$ cat src/rtl/aclink_pkg.sv
package aclink_pkg;

    // Link sequencer states
    typedef enum logic [1:0] {
        ST_HALT = 2'd0,   // held in reset, link idle
        ST_TAG  = 2'd1,   // marker high, slot 0 on the wire
        ST_SLOT = 2'd2    // marker low, data slots on the wire
    } lnk_state_e;

endpackage

$ cat src/rtl/aclink_seq.sv
module aclink_seq
    import aclink_pkg::*;
#(
    parameter int FRAME_BITS = 256,
    parameter int SYNC_LEN   = 16
) (
    input  logic clk,
    input  logic rst_n,
    output logic load_o,    // next rising edge starts a frame
    output logic wrap_o,    // current period is the last of the frame
    output logic run_o,     // link is framing
    output logic sync_o,
    output logic stb_o
);

    localparam int CW = $clog2(FRAME_BITS);
    localparam logic [CW-1:0] LAST_BIT = CW'(FRAME_BITS - 1);
    localparam logic [CW-1:0] TAG_END  = CW'(SYNC_LEN - 1);

    lnk_state_e state_q, state_d;
    logic [CW-1:0] bit_q, bit_d;
    logic sync_q, stb_q;

    always_comb begin
        state_d = state_q;
        bit_d   = bit_q;
        unique case (state_q)
            ST_HALT: begin
                state_d = ST_TAG;           // launch
                bit_d   = '0;
            end
            ST_TAG: begin
                bit_d = bit_q + 1'b1;
                if (bit_q == TAG_END) begin
                    state_d = ST_SLOT;      // tag-done
                end
            end
            ST_SLOT: begin
                if (bit_q == LAST_BIT) begin
                    state_d = ST_TAG;       // wrap
                    bit_d   = '0;
                end else begin
                    bit_d = bit_q + 1'b1;
                end
            end
            default: begin
                state_d = ST_HALT;
                bit_d   = '0;
            end
        endcase
    end

    // State register
    always_ff @(posedge clk or negedge rst_n) begin
        if (!rst_n) begin
            state_q <= ST_HALT;
            bit_q   <= '0;
        end else begin
            state_q <= state_d;
            bit_q   <= bit_d;
        end
    end

    // Registered outputs
    always_ff @(posedge clk or negedge rst_n) begin
        if (!rst_n) begin
            sync_q <= 1'b0;
            stb_q  <= 1'b0;
        end else begin
            sync_q <= (state_d == ST_TAG);
            stb_q  <= wrap_o;
        end
    end

    assign wrap_o = (state_q == ST_SLOT) && (bit_q == LAST_BIT);
    assign load_o = (state_q == ST_HALT) || wrap_o;
    assign run_o  = (state_q != ST_HALT);
    assign sync_o = sync_q;
    assign stb_o  = stb_q;

endmodule

$ cat src/rtl/aclink_tx.sv
module aclink_tx #(
    parameter int FRAME_BITS = 256
) (
    input  logic                  clk,
    input  logic                  rst_n,
    input  logic                  load_i,
    input  logic [FRAME_BITS-1:0] frame_i,
    output logic                  sdata_o
);

    logic [FRAME_BITS-1:0] sh_q;
    logic                  bit_q;

    always_ff @(posedge clk or negedge rst_n) begin
        if (!rst_n) begin
            sh_q  <= '0;
            bit_q <= 1'b0;
        end else if (load_i) begin
            bit_q <= frame_i[FRAME_BITS-1];
            sh_q  <= {frame_i[FRAME_BITS-2:0], 1'b0};
        end else begin
            bit_q <= sh_q[FRAME_BITS-1];
            sh_q  <= {sh_q[FRAME_BITS-2:0], 1'b0};
        end
    end

    assign sdata_o = bit_q;

endmodule

$ cat src/rtl/aclink_rx.sv
module aclink_rx #(
    parameter int TAG_BITS  = 16,
    parameter int BODY_BITS = 240
) (
    input  logic                 clk,
    input  logic                 rst_n,
    input  logic                 run_i,
    input  logic                 wrap_i,
    input  logic                 sdata_i,
    output logic [TAG_BITS-1:0]  tag_o,
    output logic [BODY_BITS-1:0] body_o,
    output logic                 rdy_o
);

    localparam int FB = TAG_BITS + BODY_BITS;

    logic [FB-1:0]        sh_q;
    logic [TAG_BITS-1:0]  tag_q;
    logic [BODY_BITS-1:0] body_q;
    logic                 rdy_q;

    // Mid-period sampling on the falling edge
    always_ff @(negedge clk or negedge rst_n) begin
        if (!rst_n) begin
            sh_q <= '0;
        end else if (run_i) begin
            sh_q <= {sh_q[FB-2:0], sdata_i};
        end
    end

    // Whole-frame update at the frame boundary
    always_ff @(posedge clk or negedge rst_n) begin
        if (!rst_n) begin
            tag_q  <= '0;
            body_q <= '0;
            rdy_q  <= 1'b0;
        end else if (wrap_i) begin
            tag_q  <= sh_q[FB-1 -: TAG_BITS];
            body_q <= sh_q[BODY_BITS-1:0];
            rdy_q  <= sh_q[FB-1];
        end
    end

    assign tag_o  = tag_q;
    assign body_o = body_q;
    assign rdy_o  = rdy_q;

endmodule

$ cat src/rtl/aclink_framer.sv
module aclink_framer #(
    parameter int NUM_CODECS = 4,
    parameter int TAG_BITS   = 16,
    parameter int SLOT_BITS  = 20,
    parameter int NUM_SLOTS  = 12,
    parameter int SYNC_LEN   = 16
) (
    input  logic                            clk,
    input  logic                            rst_n,
    input  logic [TAG_BITS-1:0]             tx_tag,
    input  logic [NUM_SLOTS*SLOT_BITS-1:0]  tx_slots,
    input  logic [NUM_CODECS-1:0]           sdata_i,
    output logic                            sync_o,
    output logic                            sdata_o,
    output logic                            frame_stb,
    output logic [NUM_CODECS-1:0]           codec_rdy,
    output logic [NUM_CODECS*TAG_BITS-1:0]  rx_tag,
    output logic [NUM_CODECS*NUM_SLOTS*SLOT_BITS-1:0] rx_slots
);

    localparam int BODY_BITS  = NUM_SLOTS * SLOT_BITS;
    localparam int FRAME_BITS = TAG_BITS + BODY_BITS;

    logic load, wrap, run;

    aclink_seq #(
        .FRAME_BITS(FRAME_BITS),
        .SYNC_LEN  (SYNC_LEN)
    ) u_seq (
        .clk   (clk),
        .rst_n (rst_n),
        .load_o(load),
        .wrap_o(wrap),
        .run_o (run),
        .sync_o(sync_o),
        .stb_o (frame_stb)
    );

    aclink_tx #(
        .FRAME_BITS(FRAME_BITS)
    ) u_tx (
        .clk    (clk),
        .rst_n  (rst_n),
        .load_i (load),
        .frame_i({tx_tag, tx_slots}),
        .sdata_o(sdata_o)
    );

    for (genvar c = 0; c < NUM_CODECS; c++) begin : g_rx
        aclink_rx #(
            .TAG_BITS (TAG_BITS),
            .BODY_BITS(BODY_BITS)
        ) u_rx (
            .clk    (clk),
            .rst_n  (rst_n),
            .run_i  (run),
            .wrap_i (wrap),
            .sdata_i(sdata_i[c]),
            .tag_o  (rx_tag[c*TAG_BITS +: TAG_BITS]),
            .body_o (rx_slots[c*BODY_BITS +: BODY_BITS]),
            .rdy_o  (codec_rdy[c])
        );
    end

endmodule

$ cat config.mk
export PLATFORM = sky130hd
export DESIGN_NAME = aclink_framer
export DESIGN_NICKNAME = d
export VERILOG_FILES = /design/src/rtl/aclink_pkg.sv /design/src/rtl/aclink_seq.sv /design/src/rtl/aclink_tx.sv /design/src/rtl/aclink_rx.sv /design/src/rtl/aclink_framer.sv
export SDC_FILE = /design/constraint.sdc
export NUM_CORES = 2
export LEC_CHECK = 0
export CORE_AREA = 2 2 498 500
export DETAILED_ROUTE_END_ITERATION = 12
export DIE_AREA = 0 0 500 502
export HOLD_SLACK_MARGIN = 0.05
export PLACE_DENSITY_LB_ADDON = 0.08
export SYNTH_ARGS = -nofsm -noshare
export SYNTH_HDL_FRONTEND = slang
export SYNTH_SLANG_ARGS = --single-unit
$ cat constraint.sdc
create_clock -name clk -period 3.3 [get_ports clk]
set_input_delay 0.66 -clock clk [delete_from_list [all_inputs] [get_ports clk]]
set_output_delay 0.66 -clock clk [all_outputs]
set_load 0.02 [all_outputs]
Word level (Yosys, flattened, before mapping)
Cells that the tools add are included.
W data, S select, Z words.

storage, ports and cells
  flip-flop bits (word level) = 2321
  latch bits = 0
  RAM bits = 0
  ROM bits = 0
  bits of input ports = 262
  output and inout port bits = 1031
  word-level logic and storage cells = 39
  memories = 0

cells by class
  add/sub/neg operators = 1
  multiply operators = 0
  div/mod/pow operators = 0
  $lt $le $gt $ge = 0
  equal/unequal tests = 5
  shift-type cells = 0
  mux-type cells = 7
  bitwise gates (word level) = 0
  reduce and logical (&&, ||, !) cells = 4

operators by type and width
  operator               number
  $mux W256              1
  $pmux W8 S2            1
  $add A8 B1 Y8 const B  1
  $eq A8 B4 Y1 const B   1
  $eq A8 B8 Y1 const B   1
  $mux W8                1
  $pmux W2 S3            1
  $eq A2 B1 Y1 const B   2
  $mux W2                2
  $eq A2 B2 Y1 const B   1
  $logic_not A2 Y1       1
  $reduce_bool A2 Y1     1
  $logic_and A1 B1 Y1    1
  $logic_or A1 B1 Y1     1
  $mux W1                1

Logic depth before layout (Yosys ltp)
  word-level depth = 4
  depth in mapped cells = 8
  depth with buffers taken out = 6

Hierarchy
A second synthesis with hierarchy kept.

unflattened totals
  cell total of the unflattened synthesis = 4924
  area total of the unflattened synthesis = 86985.9 sq um

modules (own cells, without submodules)
  module      instances  cells each  area an instance (sq um)  sequential area each (sq um)
  aclink_rx   4          1081        19195.9                   12812.3
  aclink_tx   1          540         9589.2                    6406.1
  aclink_seq  1          60          613.1                     300.3

==> impl.org <==
** Timing
- On the final layout, the worst clock skew is 0.09692 ns.
- Measured against its own limit, the worst slew margin works out to 0.5424.
- The number of max-slew violations in the final report came to 0.
- Slew of the pin with the lowest slew margin :: 0.6843 ns
- Hold timing on the final database bottoms out at a slack of 0.2531 ns.
- RSZ-0062 raised after global routing :: yes
- Fin worst setup slack :: -0.1804 ns
- Final Hold Viols :: 0
- Setup violation total in the final timing report :: 991

** GRT
- Vias in the first global route :: 50,130
- The first global-routing pass estimated 358,700 um of wire.
- All-layer global routing usage :: 0.1944
- Total overflow reported by the global router :: 0
- Entering global routing, the biggest net connects 93 pins.
- The initial antenna violation count was 13.

** Power
- Cell internal power was estimated by the tool at 47,150 uW.
- Fraction of power consumed by the clock network :: 0.495
- For this design the ratio of total power to cell area is 520.0 nW/um^2.
- For this design the static power due to leakage is around 0.054 uW.
- Largest vdd supply drop :: ~410 uV
- In this run the power spent charging and discharging nets is around 13,000 uW.
- Sequential Power Share :: 0.483
- Gate power share :: 0.022
- Switching Fraction :: 0.2116

** Die
- Die Wd :: about 500 um
- For this configuration, the core starts out at a cell density of 0.3488.
- Floorplan die height :: 502 um
- Die area :: between 200,000 and 300,000 um^2
- Core box area :: 245,300 um^2
- In this run the count of I/O pins placed on the die edge is approximately 1,300.
- In this run the core area contains 182 standard-cell rows.

** Clocking
- Number of buffers inserted during clock tree synthesis :: 279
- Clock root cell :: clkbuf_16
- The clock passes through at most 4 buffers.
- Clock transition at the registers of the reported paths :: about 0.06 ns
- CTS sink cnt :: 2,316
- In this run the number of H-tree levels came out at 5.
- Clock tree from TritonCTS :: yes
- The later pin in the worst-skew pair is clocked with a latency of ~0.89 ns.

** Logic synthesis
- Xor and xnor fraction of the mapped netlist area :: 0.0006142
- Cells after Synth :: 4,929
- Share of synthesized cell area in and, or, nand and nor gates :: 0.001696
- The mapped netlist covers approximately 86,000 um^2.
- Sequential element share of the synthesized area :: 0.6774
- The most used flip-flop cell after synthesis is dfrtp_1.
- Number of enable flip-flop cells after synthesis :: 0
- Measured against the total synthesized area, the mux share comes to 0.3031.
- Synth Area in Adders :: 0.0007312
- Of the post-synthesis cell area, the dominant cell type holds 0.3779.
- Synth Area in Compound Gates :: 0.0004387
- Cells taking the most area after synthesis :: dfrtp_1 38%, dfrtn_1 30%, mux2_2 26%, mux2_1 4.1%, buf_2 1.3%
- Counting flops and latches in the post-synthesis netlist gives 2,316.
- Yosys mapped the design onto 27 distinct sky130hd cell types.
- Cell accounting for the most synthesized area :: dfrtp_1
- Yosys warnings :: 0
- Each instance of the synthesized netlist takes up on average 17.36 um^2.
- Combinational family with the most area after synthesis :: multiplexers
- Of all flip-flops after synthesis, the portion carrying an async set or reset was 1.000.
- Most common cell in the synthesized netlist :: mux2_2
- When the netlist entered floorplanning its net count stood at 5,196.
- The commonest cells after synthesis are 1,994 x mux2_2, 1,292 x dfrtp_1, 1,024 x dfrtn_1, 309 x mux2_1, 217 x buf_2.

** Finish
- Area overhead of the layout relative to synthesis :: 34.40%
- End-of-flow core utilization :: 0.4688
- In the final layout, the share of cells above drive strength 1 is 0.3986.
- # nets final :: 6,810
- Filler Cell Count :: 21,420

** Critical path
- The worst setup path is of the register to register kind.
- STA classifies the critical path startpoint as a register.
- Critical path data arrival time :: between 2 and 2.5 ns
- Max FO, Critical Path :: 11
- Category of the worst setup path capture point :: register
- Setup slack on the worst reg-to-reg path comes out at -0.18 ns.
- For the worst setup path, the data required time is 2.31 ns.

** Job
- Max-cap violations in this run came to 0.

** Routing
- Detailed-route vias per instance :: around 4.7
- In the final routed layout, each cell accounts on average for 24.98 um.
- Via count of the routed design :: 46,910
- After detailed routing, the number of remaining DRC violations is 0.
- In this run the remaining antenna-violating nets after routing total 0.
- For this run, the detailed router's first-pass iteration total came to 6.
- DRT iter0 DRCs :: 1,776
- Summed over all layers, the routed wires come to between 200,000 and 250,000 um.

** Placed design
- During placement, the flow inserted port buffers numbering 1,292.
- Once detailed placement completed, the half-perimeter wirelength came to 181,600 um.
- The congestion estimate from routability-driven global placement came to 0.7833.
- OpenSTA, run right after detailed placement, puts the worst setup slack at -0.3081 ns.

** Outcome
- Result of the run :: finished with violations
- Violated checks :: negative setup slack

** Min path
- In this run the worst hold path is classified as input pin to asynchronous set/reset pin.
[state kept, by name, summed over array words and instances (netlist names)]
name,count
g_rx.u_rx.body_o,960
g_rx.u_rx.rdy_o,4
g_rx.u_rx.sh_q,1024
g_rx.u_rx.tag_o,60
u_seq.bit_q,8
u_seq.state_q,2
u_seq.stb_o,1
u_seq.sync_o,1
u_tx.sdata_o,1
u_tx.sh_q,255
[logic make-up after synthesis]
family,after synthesis
simple gates,26
fa+ha+maj,5
mux,2303
buf+inv,267
compound gates,6
xor+xnor,6
flops,2316
[worst max-delay path, cell delays in order, from the launching register on]
cell and delay [ns]:
dfrtp_1 0.40, inv_2 0.09, ha_4 0.17, buf_12 0.15, buf_16 0.18, buf_4 0.24, mux2_2 0.34
[through the flow]
| stage | TNS (ns) | total power, uW | cell area [um^2] | cells |
|---|---|---|---|---|
| floorplan | -2.424 | 29510 | 85820 | 4929 |
| finish | -85.45 | 59800 | 115000 | 9981 |
| CTS | -137.82 | 60850 | 114100 | 9955 |
| global route | -175.80 | 62090 | 115000 | 9975 |
| detailed placement | -208.09 | 30770 | 104300 | 9430 |
| global placement | -207.38 | 30740 | 104300 | 9430 |
[cell usage in the layout, fill, tap and decap left out, types with 6 or more instances in the layout]
master / netlist / final
clkdlybuf4s50_1: 0 / 1291
mux2_2: 1994 / 1855
clkbuf_8: 0 / 51
inv_6: 0 / 6
buf_4: 25 / 147
nor2_1: 10 / 9
diode_2: 0 / 7
dfrtn_1: 1024 / 1024
buf_16: 0 / 25
clkbuf_16: 0 / 299
clkbuf_1: 17 / 104
mux2_4: 0 / 139
dfrtp_1: 1292 / 1292
buf_12: 0 / 104
bufinv_16: 0 / 8
clkinv_2: 0 / 30
mux2_1: 309 / 309
buf_8: 0 / 12
[repair_timing]
item / in CTS / in global routing
hold endpoints to repair: 168 / 0
pin swaps: 1 / 0
hold buffers: 1 / 0
cloned: 15 / 13
endpoints found under the setup margin: 1023 / 1015
resized for setup: 92 / 127
buffers inserted: 17 / 7
[routing by layer]
layer / up-vias / GRT usage / part of all wire
met5: - / 0 / 0.00010
met4: 4 / 0.07431 / 0.044
met3: 392 / 0.07949 / 0.091
met2: 1189 / 0.3241 / 0.48
met1: 24610 / 0.2226 / 0.38
li1: 20710 / - / -
[power by group through the flow]
| stage | combinational (uW) | sequential, uW | clock, uW |
|---|---|---|---|
| 2_1_floorplan | 201 | 29300 | 0 |
| 3_3_place_gp | 1370 | 29400 | 0 |
| 3_5_place_dp | 1390 | 29400 | 0 |
| 4_1_cts | 1410 | 28900 | 30600 |
| 5_1_grt | 1530 | 28900 | 31700 |
| 6_report | 1340 | 28900 | 29600 |
[final timing paths]
kind,start,cells after the start,endpoint
setup reg to reg,u_seq.state_q[0],6,g_rx[0].u_rx.sh_q[141]
min in group clk,tx_slots[0],2,u_tx.sh_q[1]
hold / removal,rst_n,2,g_rx[2].u_rx.body_o[162]
setup / recovery,u_seq.state_q[0],6,g_rx[0].u_rx.sh_q[141]
hold reg to reg,g_rx[2].u_rx.sh_q[136],1,g_rx[2].u_rx.sh_q[137]
max in group asynchronous,rst_n,4,g_rx[2].u_rx.sh_q[55]
[area by class of cell]
type,instances,area [um^2],share of cell area
Sequential cell,2316,57960,0.5040
Multi-Input combinational cell,2346,26770,0.2328
Timing Repair Buffer,1596,17400,0.1513
Clock buffer,442,8274,0.07196
Tap cell,3220,4029,0.03504
Clock inverter,50,525.5,0.004570
Antenna cell,7,17.52,0.0001523
Inverter,4,15.01,0.0001306
No activity file was read; power rests on OpenSTA's default activity.
